--- src/rtl/trx_pkg.sv ---
package trx_pkg;

    localparam int SIDE_BYTES   = 1;
    localparam int SHARES_BYTES = 4;
    localparam int STOCK_BYTES  = 8;
    localparam int PRICE_BYTES  = 4;

    localparam int SIDE_W   = 8 * SIDE_BYTES;
    localparam int SHARES_W = 8 * SHARES_BYTES;
    localparam int STOCK_W  = 8 * STOCK_BYTES;
    localparam int PRICE_W  = 8 * PRICE_BYTES;

    typedef struct packed {
        logic [SIDE_W-1:0]   side;
        logic [SHARES_W-1:0] shares;
        logic [STOCK_W-1:0]  stock;
        logic [PRICE_W-1:0]  price;
    } trade_ev_t;

endpackage

--- src/rtl/trx_offset_trk.sv ---
module trx_offset_trk #(
    parameter int         PRICE_END = 35,
    parameter logic [7:0] TYPE_CODE = 8'h50,
    parameter int         OFF_W     = 6
) (
    input  logic             clk,
    input  logic             rst_n,
    input  logic             accept,
    input  logic             sop,
    input  logic             eop,
    input  logic [7:0]       data,
    output logic [OFF_W-1:0] cur_off,
    output logic             fire,
    output logic             stall_pending
);
    localparam logic [OFF_W-1:0] END_O = OFF_W'(PRICE_END);
    localparam logic [OFF_W-1:0] SAT_O = OFF_W'(PRICE_END + 1);

    typedef struct packed {
        logic [OFF_W-1:0] off;
        logic             trade;
    } pos_t;

    pos_t st_q, st_d;
    logic cur_trade;

    always_comb begin
        cur_off       = sop ? '0 : st_q.off;
        cur_trade     = (cur_off == '0) ? (data == TYPE_CODE) : st_q.trade;
        fire          = accept && cur_trade && (cur_off == END_O);
        stall_pending = st_q.trade && (st_q.off == END_O);
        st_d          = st_q;
        if (accept) begin
            if (eop) begin
                st_d.off   = '0;
                st_d.trade = 1'b0;
            end else begin
                st_d.off   = (cur_off == SAT_O) ? SAT_O : cur_off + 1'b1;
                st_d.trade = cur_trade;
            end
        end
    end

    always_ff @(posedge clk or negedge rst_n) begin
        if (!rst_n) st_q <= '0;
        else        st_q <= st_d;
    end

endmodule

--- src/rtl/trx_field_cap.sv ---
module trx_field_cap
    import trx_pkg::*;
#(
    parameter int OFF_W      = 6,
    parameter int SIDE_OFF   = 19,
    parameter int SHARES_OFF = 20,
    parameter int STOCK_OFF  = 24,
    parameter int PRICE_OFF  = 32
) (
    input  logic             clk,
    input  logic             rst_n,
    input  logic             accept,
    input  logic [OFF_W-1:0] cur_off,
    input  logic [7:0]       data,
    output trade_ev_t        ev_live
);
    localparam logic [OFF_W-1:0] SIDE_O = OFF_W'(SIDE_OFF);
    localparam logic [OFF_W-1:0] SH_LO  = OFF_W'(SHARES_OFF);
    localparam logic [OFF_W-1:0] SH_HI  = OFF_W'(SHARES_OFF + SHARES_BYTES - 1);
    localparam logic [OFF_W-1:0] ST_LO  = OFF_W'(STOCK_OFF);
    localparam logic [OFF_W-1:0] ST_HI  = OFF_W'(STOCK_OFF + STOCK_BYTES - 1);
    localparam logic [OFF_W-1:0] PR_LO  = OFF_W'(PRICE_OFF);
    localparam logic [OFF_W-1:0] PR_HI  = OFF_W'(PRICE_OFF + PRICE_BYTES - 2);

    trade_ev_t cap_q, cap_d;
    logic      in_sh, in_st, in_pr;

    always_comb begin
        in_sh = (cur_off >= SH_LO) && (cur_off <= SH_HI);
        in_st = (cur_off >= ST_LO) && (cur_off <= ST_HI);
        in_pr = (cur_off >= PR_LO) && (cur_off <= PR_HI);
        cap_d = cap_q;
        if (accept) begin
            if (cur_off == SIDE_O) cap_d.side   = data;
            if (in_sh)             cap_d.shares = {cap_q.shares[SHARES_W-9:0], data};
            if (in_st)             cap_d.stock  = {cap_q.stock[STOCK_W-9:0], data};
            if (in_pr)             cap_d.price  = {cap_q.price[PRICE_W-9:0], data};
        end
        ev_live       = cap_q;
        ev_live.price = {cap_q.price[PRICE_W-9:0], data};
    end

    always_ff @(posedge clk or negedge rst_n) begin
        if (!rst_n) cap_q <= '0;
        else        cap_q <= cap_d;
    end

endmodule

--- src/rtl/trx_event_slot.sv ---
module trx_event_slot
    import trx_pkg::*;
(
    input  logic      clk,
    input  logic      rst_n,
    input  logic      fire,
    input  trade_ev_t ev_in,
    input  logic      ev_ready,
    output logic      ev_valid,
    output trade_ev_t ev_out,
    output logic      full
);
    typedef struct packed {
        logic      full;
        trade_ev_t data;
    } slot_t;

    slot_t sl_q, sl_d;

    always_comb begin
        ev_valid = sl_q.full | fire;
        ev_out   = sl_q.full ? sl_q.data : ev_in;
        full     = sl_q.full;
        sl_d     = sl_q;
        if (sl_q.full) begin
            if (ev_ready) begin
                if (fire) sl_d.data = ev_in;
                else      sl_d.full = 1'b0;
            end
        end else if (fire && !ev_ready) begin
            sl_d.full = 1'b1;
            sl_d.data = ev_in;
        end
    end

    always_ff @(posedge clk or negedge rst_n) begin
        if (!rst_n) sl_q <= '0;
        else        sl_q <= sl_d;
    end

endmodule

--- src/rtl/trade_extractor.sv ---
module trade_extractor
    import trx_pkg::*;
#(
    parameter logic [7:0] TYPE_CODE  = 8'h50,
    parameter int         SIDE_OFF   = 19,
    parameter int         SHARES_OFF = 20,
    parameter int         STOCK_OFF  = 24,
    parameter int         PRICE_OFF  = 32
) (
    input  logic                clk,
    input  logic                rst_n,
    input  logic                in_valid,
    output logic                in_ready,
    input  logic [7:0]          in_data,
    input  logic                in_sop,
    input  logic                in_eop,
    output logic                ev_valid,
    input  logic                ev_ready,
    output logic [SIDE_W-1:0]   ev_side,
    output logic [SHARES_W-1:0] ev_shares,
    output logic [STOCK_W-1:0]  ev_stock,
    output logic [PRICE_W-1:0]  ev_price
);
    localparam int PRICE_END = PRICE_OFF + PRICE_BYTES - 1;
    localparam int OFF_W     = $clog2(PRICE_END + 2);

    logic             accept;
    logic             fire;
    logic             stall_pending;
    logic             slot_full;
    logic [OFF_W-1:0] cur_off;
    trade_ev_t        ev_live;
    trade_ev_t        ev_out;

    assign in_ready = !(slot_full && stall_pending);
    assign accept   = in_valid && in_ready;

    trx_offset_trk #(
        .PRICE_END (PRICE_END),
        .TYPE_CODE (TYPE_CODE),
        .OFF_W     (OFF_W)
    ) u_pos (
        .clk           (clk),
        .rst_n         (rst_n),
        .accept        (accept),
        .sop           (in_sop),
        .eop           (in_eop),
        .data          (in_data),
        .cur_off       (cur_off),
        .fire          (fire),
        .stall_pending (stall_pending)
    );

    trx_field_cap #(
        .OFF_W      (OFF_W),
        .SIDE_OFF   (SIDE_OFF),
        .SHARES_OFF (SHARES_OFF),
        .STOCK_OFF  (STOCK_OFF),
        .PRICE_OFF  (PRICE_OFF)
    ) u_cap (
        .clk     (clk),
        .rst_n   (rst_n),
        .accept  (accept),
        .cur_off (cur_off),
        .data    (in_data),
        .ev_live (ev_live)
    );

    trx_event_slot u_slot (
        .clk      (clk),
        .rst_n    (rst_n),
        .fire     (fire),
        .ev_in    (ev_live),
        .ev_ready (ev_ready),
        .ev_valid (ev_valid),
        .ev_out   (ev_out),
        .full     (slot_full)
    );

    assign ev_side   = ev_out.side;
    assign ev_shares = ev_out.shares;
    assign ev_stock  = ev_out.stock;
    assign ev_price  = ev_out.price;

endmodule

--- config.mk ---
export PLATFORM = sky130hd
export DESIGN_NAME = trade_extractor
export DESIGN_NICKNAME = d
export VERILOG_FILES = /design/src/rtl/trx_pkg.sv /design/src/rtl/trx_offset_trk.sv /design/src/rtl/trx_field_cap.sv /design/src/rtl/trx_event_slot.sv /design/src/rtl/trade_extractor.sv
export SDC_FILE = /design/constraint.sdc
export NUM_CORES = 1
export LEC_CHECK = 0
export CAP_MARGIN = 40
export CORE_MARGIN = 1
export CORE_UTILIZATION = 35
export CTS_CLUSTER_SIZE = 30
export DETAILED_ROUTE_END_ITERATION = 16
export DONT_BUFFER_PORTS = 1
export GPL_ROUTABILITY_DRIVEN = 1
export RECOVER_POWER = 25
export SLEW_MARGIN = 20
export SYNTH_ARGS = -nofsm -noshare
export SYNTH_HDL_FRONTEND = slang
export SYNTH_HIERARCHICAL = 1
export SYNTH_SLANG_ARGS = --single-unit
--- constraint.sdc ---
create_clock -name clk -period 3.1 [get_ports clk]
set_input_delay 0.31 -clock clk [delete_from_list [all_inputs] [get_ports clk]]
set_output_delay 0.31 -clock clk [all_outputs]
set_load 0.01 [all_outputs]
Word-level counts from Yosys, hierarchy flattened
Index checks and enable logic that the tools add are counted.
- memories kept: 0
- bits in latches: 0
- input bits: 14
- bits in read-only memories: 0
- register bits after elaboration: 272
- bits in writable memories: 0
- logic and storage cells: 54
- bitwise gates (word level): 1
- shifts and indexed selects: 0
- $lt $le $gt $ge: 6
- add/sub/neg operators: 1
- multiply operators: 0
- eq/ne operators: 7
- reductions and logical operators: 18
- muxes and demuxes: 10
- div/mod/pow operators: 0
- operator list (cell ; count):
    $mux W137 ; 3
    $mux W136 ; 2
    $eq A6 B6 Y1 const B ; 3
    $ge A6 B5 Y1 const B ; 2
    $le A6 B5 Y1 const B ; 2
    $mux W6 ; 2
    $logic_and A1 B1 Y1 ; 9
    $eq A8 B7 Y1 const B ; 1
    $reduce_and A2 Y1 ; 4
    $mux W7 ; 1
    $add A6 B1 Y6 const B ; 1
    $eq A6 B5 Y1 const B ; 1
    $ge A6 B6 Y1 const B ; 1
    $le A6 B6 Y1 const B ; 1
    $logic_not A6 Y1 ; 1
    $reduce_and A3 Y1 ; 1
    $logic_not A1 Y1 ; 2
    $mux W1 ; 2
    $ne A2 B1 Y1 const B ; 1
    $ne A2 B2 Y1 const B ; 1
    $reduce_bool A2 Y1 ; 1
    $or A1 B1 Y1 ; 1

Logic depth before layout (Yosys ltp)
Gate-level depths: netlist (run 1).
- word-level depth: 10
- gate-level depth with buffers: 10

Hierarchy
Netlist (run 1), hierarchy kept.
- modules (own cells, without submodules) (module ; times used ; cells an instance ; area an instance (µm²) ; sequential area each (µm²)):
    trx_event_slot ; 1 ; 444 ; 6690.2 ; 3428.3
    trx_field_cap ; 1 ; 284 ; 5044.8 ; 3203.1
    trx_offset_trk ; 1 ; 56 ; 506.7 ; 175.2
    trade_extractor ; 1 ; 2 ; 11.3 ; 0.0

Worst setup path before layout (run 1)
Ideal clock, no wire load.
- path kind: reg2reg
- start: register u_pos/st_q[3] in the netlist's numbering
- end: register u_slot/sl_q[100] in the netlist's numbering
- stages on the path, launching flop included: 11
- arrival time: 2203 ps
- setup slack: 770 ps
- path buffers: 3
- library setup time: 127 ps
- path through: dfrtp_1 > clkbuf_1 > nor4_1 > and3_1 > a21boi_1 > nand3_1 > a21oi_1 > nand2_1 > buf_4 > buf_6 > mux2_1
- cells in the longest elaborated chain, start to end: 10
- ends and longest elaborated chain (element ; RTL line ; source):
    start: declaration ; trx_offset_trk.sv:24 ; pos_t st_q, st_d;
    start signal: assignment ; trx_offset_trk.sv:46 ; else st_q <= st_d;
    $eq A6 B6 Y1 (*) ; trx_offset_trk.sv:31 ; stall_pending = st_q.trade && (st_q.off == END_O);
    $logic_and A1 B1 Y1 (*) ; trx_offset_trk.sv:31 ;
    via stall_pending ; trade_extractor.sv:29 ; logic stall_pending;
    $logic_and A1 B1 Y1 (*) ; trade_extractor.sv:35 ; assign in_ready = !(slot_full && stall_pending);
    $logic_not A1 Y1 (*) ; trade_extractor.sv:35 ;
    $logic_and A1 B1 Y1 (*) ; trade_extractor.sv:36 ; assign accept = in_valid && in_ready;
    via accept ; trade_extractor.sv:27 ; logic accept;
    $logic_and A1 B1 Y1 (*) (2 in a row) ; trx_offset_trk.sv:30 ; fire = accept && cur_trade && (cur_off == END_O);
    via fire ; trade_extractor.sv:28 ; logic fire;
    $logic_and A1 B1 Y1 ; trx_event_slot.sv:30 ; end else if (fire && !ev_ready) begin
    $reduce_bool A2 Y1 (no source line) ; - ;
    $reduce_and A3 Y1 (no source line) (*) ; - ;
    end signal: assignment ; trx_event_slot.sv:38 ; else sl_q <= sl_d;
    end: declaration ; trx_event_slot.sv:18 ; slot_t sl_q, sl_d;
The timed path passes the listed nets; every way through them passes the cells marked *.
A chain may end at the register's enable or synchronous reset.

Final worst setup path (run 1)
- start: register u_pos/st_q[1] in the netlist's numbering
- end: output ev_valid
- cells in the longest elaborated chain, start to end: 8
- ends and longest elaborated chain (element ; RTL line ; source):
    $eq A6 B6 Y1 ; trx_offset_trk.sv:31 ;
    $logic_and A1 B1 Y1 ; trx_offset_trk.sv:31 ;
    via stall_pending ; trade_extractor.sv:29 ;
    $logic_and A1 B1 Y1 ; trade_extractor.sv:35 ;
    $logic_not A1 Y1 ; trade_extractor.sv:35 ;
    $logic_and A1 B1 Y1 ; trade_extractor.sv:36 ;
    via accept ; trade_extractor.sv:27 ;
    $logic_and A1 B1 Y1 (2 in a row) ; trx_offset_trk.sv:30 ;
    via fire ; trade_extractor.sv:28 ;
    $or A1 B1 Y1 ; trx_event_slot.sv:21 ; ev_valid = sl_q.full | fire;
    end: declaration ; trade_extractor.sv:17 ; output logic ev_valid,
The timed path passes the listed nets, and every way through them passes these cells.

==> results.md, run 1 <==
- Post-DR wirelength/cell: 20.25 um
- IO buf count: 0
- Residual DRC: 0
- Final net count: 807
- Critical R2R Launch: u_pos/st_q[1]$_DFFE_PN0P_
- Clock Path Buffers: 3
- Slew Limit Fails: 0
- Worst r2r path cells: 9
- Seq/Total Area, Yosys: 55.55%
- Post-synthesis cell count: 786
- CP required: 2.79 ns
- H-Tree Depth: 1
- Crit Path Max Fanout: 8
- Buffer count from post-CTS setup fixing: 0
- Die Width: 189.1 um
- Hold Fails Final Rpt: 272
- DP HPWL: 14.99 mm
- Synth cell count leaders: mux2_2 (331), dfrtp_1 (272), mux2_1 (40)
- Final period util: 92.55%
- Placed inst area: 0.01261 mm^2
- Final setup fails: 0
- EDFF count, synth: 0
- Worst Slack Setup Final: 0.2309 ns
- Design Power: 7.080 mW
- Share of post-route cells with drive strength above 1: 53.06%
- Post-Layout Cell Count: 1271
- Worst slew margin: 42.81%
- All-Layer GR Usage: 14.57%
- Failing checks: negative hold slack
- Pwr Density: 517.1 mW/mm^2
- IO Pins: 152
- Clock Latency Late Sink: 0.56 ns
- Final wirelength: 25.74 mm
- Clock sink total: 272
- Syn Nets: 800
- Post-synth ARST share: 100.0%
- Cell total after placement: 1203
- Worst R2R End: u_slot/sl_q[90]$_DFFE_PN0P_
- CP arrival: 2.56 ns
- Maxcap violations: 0
- Syn_area_per_cell: 15.59 um^2
- Vias in the first global route: 6537
- Minimum clock period after layout: 2.869 ns
- Leak: 6.905 nW
- Setup Skew: 0.01414 ns
- Initial drt markers: 282
- CP startpoint kind: flop
- Crit path kind: reg2out
- Post-Place Worst Slack: 0.3202 ns
- Cts hold-fix bufs: 12
- Fin util: 39.73%
- Crit-path cells: nand2_1, nor4_1, and3_1, a21boi_1, nand3_1, a21oi_1, nor2_1, inv_1
- Post-CTS Resized: 0
- Area of the core: 0.03446 mm^2
- CTS Buf Count: 31
- Rows: 68
- Worst slew pin tran: 0.8578 ns
- Crit. End Element: output pin
- Antenna-violating nets left: 0
- Slowest stage cell, crit path: dfrtp_1
- Die area: 0.03576 mm^2
- Number of diodes: 0
- Final instance area: 0.01369 mm^2
- Seq cells post-synth: 272
- Hold crit path type: in2async
- DR vias: 6296
- Yosys top cell area share: 55.55%
- Post-synthesis cell area: 0.01225 mm^2
- Peak supply drop: 0.0004986 V
- Die height: 189.1 um
- Total grt overflow: 0
- CTS root buf: clkbuf_16
- Clock slew seen by the registers of the worst setup and hold paths: 0.06 ns
- Top post-synthesis cells by area: dfrtp_1 (56%), mux2_2 (30%), mux2_1 (3.7%), mux2_4 (3.7%), buf_6 (1.2%)
- Critical path capture point: ev_valid
- Antenna violations before repair: 0
- WHS: -0.5372 ns
- Max Freq: 348.5 MHz
- Count leader, synth: mux2_2
- Synth area leader: dfrtp_1
- CTS tree: yes
- Critical path startpoint: u_pos/st_q[1]$_DFFE_PN0P_
- First-pass iteration count of the detailed router: 6
- Layout area overhead: 11.73%
- Yosys warnings: 6
- Critical path's largest stage delay: 0.45 ns
- Via/cell ratio: 4.954
- Routability cong.: 0.7542
- First-pass GRT wire length: 40.65 mm
- Initial core utilization: 35.56%
- R2R Setup Slk: 0.25 ns
- Largest net degree at the start of global routing: 273
- Dominant synthesized flop cell: dfrtp_1
- Library cells used by synthesis: 43
- Setup TNS: 0 ns
- RSZ-0062 raised after global routing: false
- Outcome: complete, but fails checks
-- layout by cell type, fill, tap and decap left out, types with 2 or more instances in the layout --
master         count
nand2_1            9
nand3_1            3
buf_4              8
buf_12             6
nor2_1             4
dfrtp_1          271
mux2_4            30
nor2b_1            6
nor4_2             2
clkbuf_1           9
dlygate4sd3_1     12
clkinv_2           7
clkbuf_8           7
inv_6              2
mux2_2           331
clkbuf_16         31
mux2_1            40
inv_1              2
o21ai_1            3
a21o_1             2
nand2_4            2
o21ai_0            2
a21oi_1            3
and3b_2            2
-- per-layer routing --
metal  up-vias  GRT usage (%)  routed length, um
li1       2868              -                  -
met1      3263          20.30              12000
met2       126          22.41              11740
met3        39          3.466               1319
met4         0          4.373                680
met5         -              0                  0
-- state kept, by name, summed over array words and instances (netlist names) --
signal         flops
u_cap/ev_live    128
u_slot/full        1
u_slot/sl_q      136
u_pos/st_q         7
-- report_power, final --
group | internal (mW) | switching [mW]
registers | 3.56 | 0.0119
clock network | 2.00 | 1.42
logic | 0.0362 | 0.0456
-- area by class of cell --
type	count	area, um^2
fillers	3235	20770
flip-flops and latches	272	6810
multi-input cells	460	5045
clock buffers	47	905.9
well taps	455	569.3
repair buffers	26	300.3
clock inverters	9	52.55
inverters	2	7.507
-- critical path: cells and delay by family (launching register included) --
| kind | cells | cell delay, ns |
|---|---|---|
| AO/OA/AOI/OAI | 2 | 0.75 |
| AND/OR/NAND/NOR | 5 | 0.65 |
| buffers and inverters | 1 | 0.14 |
| flip-flops | 1 | 0.45 |
-- cells by family (layout without fill, tap and decap cells) --
group,Yosys count,count (layout),share of synthesized area (%)
AO/OA/AOI/OAI,17,17,0.9905
XOR/XNOR,1,1,0.07149
buffers and inverters,54,84,3.390
flip-flops,272,272,55.55
multiplexers,401,401,37.77
AND/OR/NAND/NOR,41,41,2.226
-- worst min path at each step --
stage / endpoint / slack, ns / cells after the start
finish: u_slot/sl_q[43]$_DFFE_PN0P_ / -0.54 / 0
CTS: u_slot/sl_q[43]$_DFFE_PN0P_ / -0.58 / 0
global placement: u_slot/sl_q[43]$_DFFE_PN0P_ / 0.03 / 0
floorplan: u_cap/ev_live[100]$_DFFE_PN0P_ / 0.01 / 0
detailed placement: u_slot/sl_q[43]$_DFFE_PN0P_ / 0.03 / 0
global route: u_cap/ev_live[51]$_DFFE_PN0P_ / -0.58 / 0
Power figures use the tool's default switching activity.
==> run 2: changes to the inputs <==
Settings changed: CTS_BUF_LIST from default to sky130_fd_sc_hd__clkbuf_16, SYNTH_HIERARCHICAL 1 to default.
==> run 2 against run 1 <==
The flow still finishes with violations (negative hold slack). Flip-flop and latch count stayed put. Final cell count is 0.71% lower. Hold slack worse by 0.0045 ns. Power is 0.65% lower. Synthesized cell count is 0.51% lower. Core utilization is 0.43 points higher. Setup slack better by 0.27 ns. Maximum frequency is 10% higher. Critical path depth is 5 lower. Non-clock buffer count is 5 lower. Count of clock-buffer cells in the layout is 17 lower.
==> results.md, run 2 <==
- Most common cell after layout, fill and taps aside: mux2_2
- Synth area leader: dfrtp_1
- Syn Nets: 798 (-0.25%)
- Peak supply drop: 0.0004136 V (-17%)
- Final period util: 83.95% (-8.6 points)
- Most frequent cells in the layout: mux2_2 (361), dfrtp_1 (271), mux2_1 (40), clkbuf_16 (30), inv_1 (13)
- Crit Path Max Fanout: 36 (+28)
- Clock Path Buffers: 3 (unchanged)
- Die area: 0.03500 mm^2 (-2.1%)
- Crit. End Element: output pin
- H-Tree Depth: 1 (unchanged)
- Clock sink total: 272 (unchanged)
- Yosys top cell area share: 56.77% (+1.2 points)
- Final instance area: 0.01350 mm^2 (-1.4%)
- Worst r2r path cells: 5 (-4)
- Design Power: 7.034 mW (-0.65%)
- CP startpoint kind: flop
- Hold Fails Final Rpt: 272 (unchanged)
- Minimum clock period after layout: 2.603 ns (-0.2665 ns)
- Vias in the first global route: 6452 (-1.3%)
- Post-synthesis cell area: 0.01199 mm^2 (-2.2%)
- Clock slew seen by the registers of the worst setup and hold paths: 0.06 ns (about the same)
- Seq/Total Area, Yosys: 56.77% (+1.2 points)
- Post-Place Worst Slack: 0.6678 ns (+0.3476 ns)
- Area of the core: 0.03362 mm^2 (-2.4%)
- Largest net degree at the start of global routing: 273 (unchanged)
- Maxcap violations: 0 (unchanged)
- Crit path kind: reg2out
- RSZ-0062 raised after global routing: false
- Layout area overhead: 12.62%
- Routability cong.: 0.8113 (+7.6%)
- CTS root buf: clkbuf_16
- All-Layer GR Usage: 14.50% (-0.066 points)
- Worst slew margin: 59.05% (+16 points)
- Top post-synthesis cells by area: dfrtp_1 (57%), mux2_2 (34%), mux2_1 (3.8%), buf_4 (0.69%), buf_8 (0.63%)
- IO Pins: 152 (unchanged)
- Residual DRC: 0 (unchanged)
- Antenna violations before repair: 0 (unchanged)
- Yosys warnings: 0 (-6)
- Seq cells post-synth: 272 (unchanged)
- Die height: 187.1 um (-1.1%)
- Hold crit path type: in2async
- CP arrival: 2.29 ns (-0.27 ns)
- Synth cell count leaders: mux2_2 (361), dfrtp_1 (272), mux2_1 (40)
- DR vias: 6329 (+0.52%)
- CTS Buf Count: 30 (-3.2%)
- Setup Skew: 0.01200 ns (-0.002140 ns)
- Final net count: 807 (unchanged)
- Post-synthesis cell count: 782 (-0.51%)
- Worst slew pin tran: 0.6125 ns (-0.2453 ns)
- Cts hold-fix bufs: 11 (-1)
- Outcome: complete, but fails checks
- WHS: -0.5417 ns (-0.004504 ns)
- Slowest stage cell, crit path: dfrtp_4
- Max Freq: 384.2 MHz (+10%)
- EDFF count, synth: 0 (unchanged)
- Clock Latency Late Sink: 0.56 ns (about the same)
- CP required: 2.79 ns (about the same)
- Crit-path cells: buf_4, buf_12, mux2_2
- Post-Layout Cell Count: 1262 (-0.71%)
- Buffer count from post-CTS setup fixing: 0 (unchanged)
- Post-DR wirelength/cell: 19.96 um (-1.4%)
- DP HPWL: 14.88 mm (-0.73%)
- Total grt overflow: 0 (unchanged)
- Antenna-violating nets left: 0 (unchanged)
- Pwr Density: 521.0 mW/mm^2 (+0.74%)
- Largest Register: u_slot.sl_q
- Via/cell ratio: 5.015 (+1.2%)
- Count leader, synth: mux2_2
- Slew Limit Fails: 0 (unchanged)
- Fin util: 40.16% (+0.43 points)
- Critical path's largest stage delay: 0.60 ns (+0.15 ns)
- Cell total after placement: 1194 (-0.75%)
- Final setup fails: 0 (unchanged)
- Area of the multi-input gates: 0.004911 mm^2 (-2.7%)
- Share of post-route cells with drive strength above 1: 51.11% (-2.0 points)
- Post-synth ARST share: 100.0% (unchanged)
- Dominant synthesized flop cell: dfrtp_1
- Failing checks: negative hold slack
- Die Width: 187.1 um (-1.1%)
- Final wirelength: 25.19 mm (-2.1%)
- Register Area: 0.006810 mm^2 (unchanged)
- CTS tree: yes
- IO buf count: 0 (unchanged)
- Initial drt markers: 222 (-21%)
- Placed inst area: 0.01242 mm^2 (-1.5%)
- Leak: 6.831 nW (-1.1%)
- First-pass GRT wire length: 40.21 mm (-1.1%)
- Filler Cell Count: 3157 (-2.4%)
- Initial core utilization: 35.66% (+0.11 points)
- Rows: 67 (-1.5%)
- Number of diodes: 0 (unchanged)
- Syn_area_per_cell: 15.33 um^2 (-1.7%)
- Post-CTS Resized: 0 (unchanged)
- Max reg flops: 136 (unchanged)
- Library cells used by synthesis: 34 (-21%)
- Setup TNS: 0 ns (unchanged)
- Worst Slack Setup Final: 0.4974 ns (+0.2665 ns)
- First-pass iteration count of the detailed router: 4 (-2)
[run 2: cell types whose count changed in the layout (fill, tap and decap cells not counted), moves of 3 or more]
| cell | before | now |
|---|---|---|
| o21ai_1 | 3 | 0 |
| bufinv_16 | 0 | 3 |
| mux2_2 | 331 | 361 |
| a31oi_1 | 0 | 3 |
| clkbuf_8 | 7 | 0 |
| nand3_1 | 3 | 6 |
| mux2_4 | 30 | 0 |
| clkinv_1 | 0 | 7 |
| inv_1 | 2 | 13 |
| buf_4 | 8 | 4 |
| clkbuf_1 | 9 | 0 |
[run 2: cell families after synthesis]
kind of cell               Yosys count  synth area share [%]
muxes                              401                 37.66
xor gates and xnor gates             1               0.07307
buffers and inverters               49                 2.390
adders and majority gates            2                0.2087
AOI/OAI and AO/OA                   17                 1.023
and+or+nand+nor                     40                 1.868
DFF                                272                 56.77
[run 2: path summary, 6_finish.rpt]
kind	start	end	slack, ns
worst max-delay path	u_slot.full$_DFF_PN0_	ev_shares[20]	0.50
worst min-delay path	rst_n	u_slot.sl_q[20]$_DFFE_PN0P_	-0.54
worst max register to register	u_pos.st_q[4]$_DFFE_PN0P_	u_slot.sl_q[102]$_DFFE_PN0P_	0.63
worst min register to register	u_slot.sl_q[28]$_DFFE_PN0P_	u_slot.sl_q[28]$_DFFE_PN0P_	0.48
max in group asynchronous	rst_n	u_cap.ev_live[32]$_DFFE_PN0P_	3.13
min in group clk	in_sop	u_pos.st_q[4]$_DFFE_PN0P_	0.03
[run 2: area by class of cell]
class,count,share of cell area [%]
clock inverter,25,1.427
timing repair buffer,21,1.909
tap,448,4.152
sequential,272,50.44
multi-input combinational,461,36.37
clock buffer,30,5.560
inverter,5,0.1390
[run 2: worst max-delay path, delay by kind of cell (launching register included)]
family | cells | cell delay, ns
buffers and inverters | 2 | 0.68
multiplexers | 1 | 0.42
flip-flops | 1 | 0.60
[run 2: report_power, final]
part	internal, mW	total (mW)	switching [mW]
sequential	3.56	3.56	0.00611
combinational	0.0249	0.0618	0.0369
clock	1.99	3.41	1.42
total	5.57	7.03	1.46
[run 2: routing by layer]
metal	vias to the layer above	part of all wire [%]	track usage (%)
met5	-	0	0
met4	0	2.1	3.594
met3	32	5.4	3.790
met2	121	45	22.53
met1	3312	47	20.11
li1	2864	-	-
==> run 3: changes to the inputs <==
Clock period 3.1 ns to 2.5 ns, I/O delays scaled along.
==> run 3 against run 2 <==
The run still ends with negative hold slack left. First-iteration DRC count increased by 27%. Hold slack got worse by 0.056 ns. Sequential power grew 24%. Critical path depth shrank 1. Count of clock-buffer cells in the layout is 1 higher. Power is 21% higher. Via count fell by 0.40%. Clock skew is essentially flat. Setup slack worse by 0.36 ns. Wire length is 1.2% higher. Critical endpoint is now ev_shares[2]. Largest power group unchanged.
==> results.md, run 3 (synthesized netlist as in run 2, its figures left out) <==
- Crit. End Element: output pin
- DR vias: 6304 (-0.40%)
- Antenna violations before repair: 1 (+1)
- Via/cell ratio: 4.968 (-0.94%)
- CTS root buf: clkbuf_16
- Final period util: 94.50%
- Die height: 187.1 um (unchanged)
- IO buf count: 0 (unchanged)
- Maxcap violations: 0 (unchanged)
- IO Pins: 152 (unchanged)
- Design Power: 8.500 mW (+21%)
- Rows: 67 (unchanged)
- Die Width: 187.1 um (unchanged)
- CP required: 2.25 ns (-0.54 ns)
- Area of the core: 0.03362 mm^2 (unchanged)
- CTS tree: yes
- Most common cell after layout, fill and taps aside: mux2_2
- First-pass GRT wire length: 40.36 mm (+0.38%)
- DR top layer: met4
- Final setup fails: 0 (unchanged)
- DR WL met2: 11.64 mm (+1.6%)
- Slew Limit Fails: 0 (unchanged)
- Hold crit path type: in2async
- Minimum clock period after layout: 2.363 ns
- Crit Path Max Fanout: 63 (+75%)
- Final wirelength: 25.50 mm (+1.2%)
- Total grt overflow: 0 (unchanged)
- Filler Cell Count: 3160 (+0.095%)
- RSZ-0062 raised after global routing: false
- All-Layer GR Usage: 14.65% (+0.15 points)
- Largest Register: u_slot.sl_q
- Failing checks: negative hold slack
- Outcome: complete, but fails checks
- CTS Buf Count: 30 (unchanged)
- Routability cong.: 0.7891 (-2.7%)
- Pwr Density: 628.5 mW/mm^2 (+21%)
- Clock sink total: 272 (unchanged)
- Vias in the first global route: 6425 (-0.42%)
- Post-DR wirelength/cell: 20.09 um (+0.65%)
- Cts hold-fix bufs: 12 (+1)
- H-Tree Depth: 1 (unchanged)
- Metal1 wirelength: 11.97 mm (+1.1%)
- Most frequent cells in the layout: mux2_2 (361), dfrtp_1 (271), mux2_1 (40), clkbuf_16 (31), inv_1 (13)
- Layout area overhead: 12.81%
- Clock slew seen by the registers of the worst setup and hold paths: 0.06 ns (about the same)
- Leak: 6.844 nW (+0.19%)
- Final net count: 813 (+0.74%)
- Hold Fails Final Rpt: 272 (unchanged)
- Initial drt markers: 281 (+27%)
- Crit path kind: reg2out
- Worst slew pin tran: 0.6191 ns (+0.006548 ns)
- DP HPWL: 14.66 mm (-1.5%)
- Initial core utilization: 35.66% (unchanged)
- Setup TNS: 0 ns (unchanged)
- Die area: 0.03500 mm^2 (unchanged)
- Residual DRC: 0 (unchanged)
- Met3 Routed Length: 1.326 mm (-2.4%)
- Max Freq: 423.3 MHz
- Largest net degree at the start of global routing: 273 (unchanged)
- Setup Skew: 0.01225 ns (+0.0002485 ns)
- Worst slew margin: 58.61% (-0.44 points)
- Max reg flops: 136 (unchanged)
- Share of post-route cells with drive strength above 1: 51.64% (+0.54 points)
- Antenna-violating nets left: 0 (unchanged)
- Clock Latency Late Sink: 0.55 ns (about the same)
- Number of diodes: 0 (unchanged)
- First-pass iteration count of the detailed router: 4 (unchanged)
- Clock Path Buffers: 3 (unchanged)
- CP startpoint kind: flop
- Peak supply drop: 0.0004624 V (+12%)
- WHS: -0.5972 ns (-0.05557 ns)
- CP arrival: 2.11 ns (-0.18 ns)
## run 3: path summary, 6_finish.rpt
path / slack, ns / startpoint / endpoint / depth (start not counted)
min: -0.60 / rst_n / u_slot.sl_q[28]$_DFFE_PN0P_ / 0
max in group asynchronous: 2.74 / rst_n / u_cap.ev_live[75]$_DFFE_PN0P_ / 0
max reg2reg: 0.21 / u_pos.st_q[2]$_DFFE_PN0P_ / u_slot.sl_q[126]$_DFFE_PN0P_ / 8
min reg2reg: 0.48 / u_slot.sl_q[24]$_DFFE_PN0P_ / u_slot.sl_q[24]$_DFFE_PN0P_ / 1
max: 0.14 / u_slot.full$_DFF_PN0_ / ev_shares[2] / 2
min in group clk: 0.12 / in_data[0] / u_pos.st_q[0]$_DFFE_PN0P_ / 4
## run 3: stage by stage
stage | setup slack, ns | std cells | utilization [%] | cell area, um^2 | hold slack [ns]
6_report | 0.1374 | 1269 | 40.23 | 13520 | -0.5972
5_1_grt | 0.03695 | 1269 | 40.23 | 13520 | -0.6266
4_1_cts | 0.08079 | 1269 | 40.23 | 13520 | -0.6342
3_5_place_dp | 0.1902 | 1200 | 37.09 | 12470 | -0.04116
3_3_place_gp | 0.2421 | 1200 | 37.09 | 12470 | -0.03951
2_1_floorplan | 0.4590 | 782 | - | 11990 | -0.04559
## run 3: timing repair
item                                    4_1_cts  5_1_grt
gates resized for setup                       1        0
cloned                                        1        0
buffers inserted                              0        0
endpoints found under the setup margin      126        8
pin swaps                                     0        1
endpoints found under the hold margin       320      272
## run 3: critical path, stage by stage (launching register included)
cell,delay (ns)
dfrtp_4,0.58
bufbuf_16,0.50
mux2_2,0.42
## run 3: where the power goes
part | switching [mW] | leakage, nW | internal (mW)
clock network | 1.77 | 0.470 | 2.23
registers | 0.00728 | 3.80 | 4.41
logic | 0.0459 | 2.58 | 0.0308
## run 3: layout make-up
class,instances,area (um^2),share of cell area [%]
Clock buffer,31,775.7,5.736
Sequential cell,272,6810,50.36
Tap cell,448,560.5,4.145
Timing Repair Buffer,27,327.8,2.424
Clock inverter,25,120.1,0.8881
Inverter,5,18.77,0.1388
Multi-Input combinational cell,461,4911,36.31
## run 3: layer usage
layer  vias up  track usage [%]
li1       2871                -
met1      3276            20.64
met2       123            22.68
met3        34            3.433
met4         0            3.689
met5         -                0
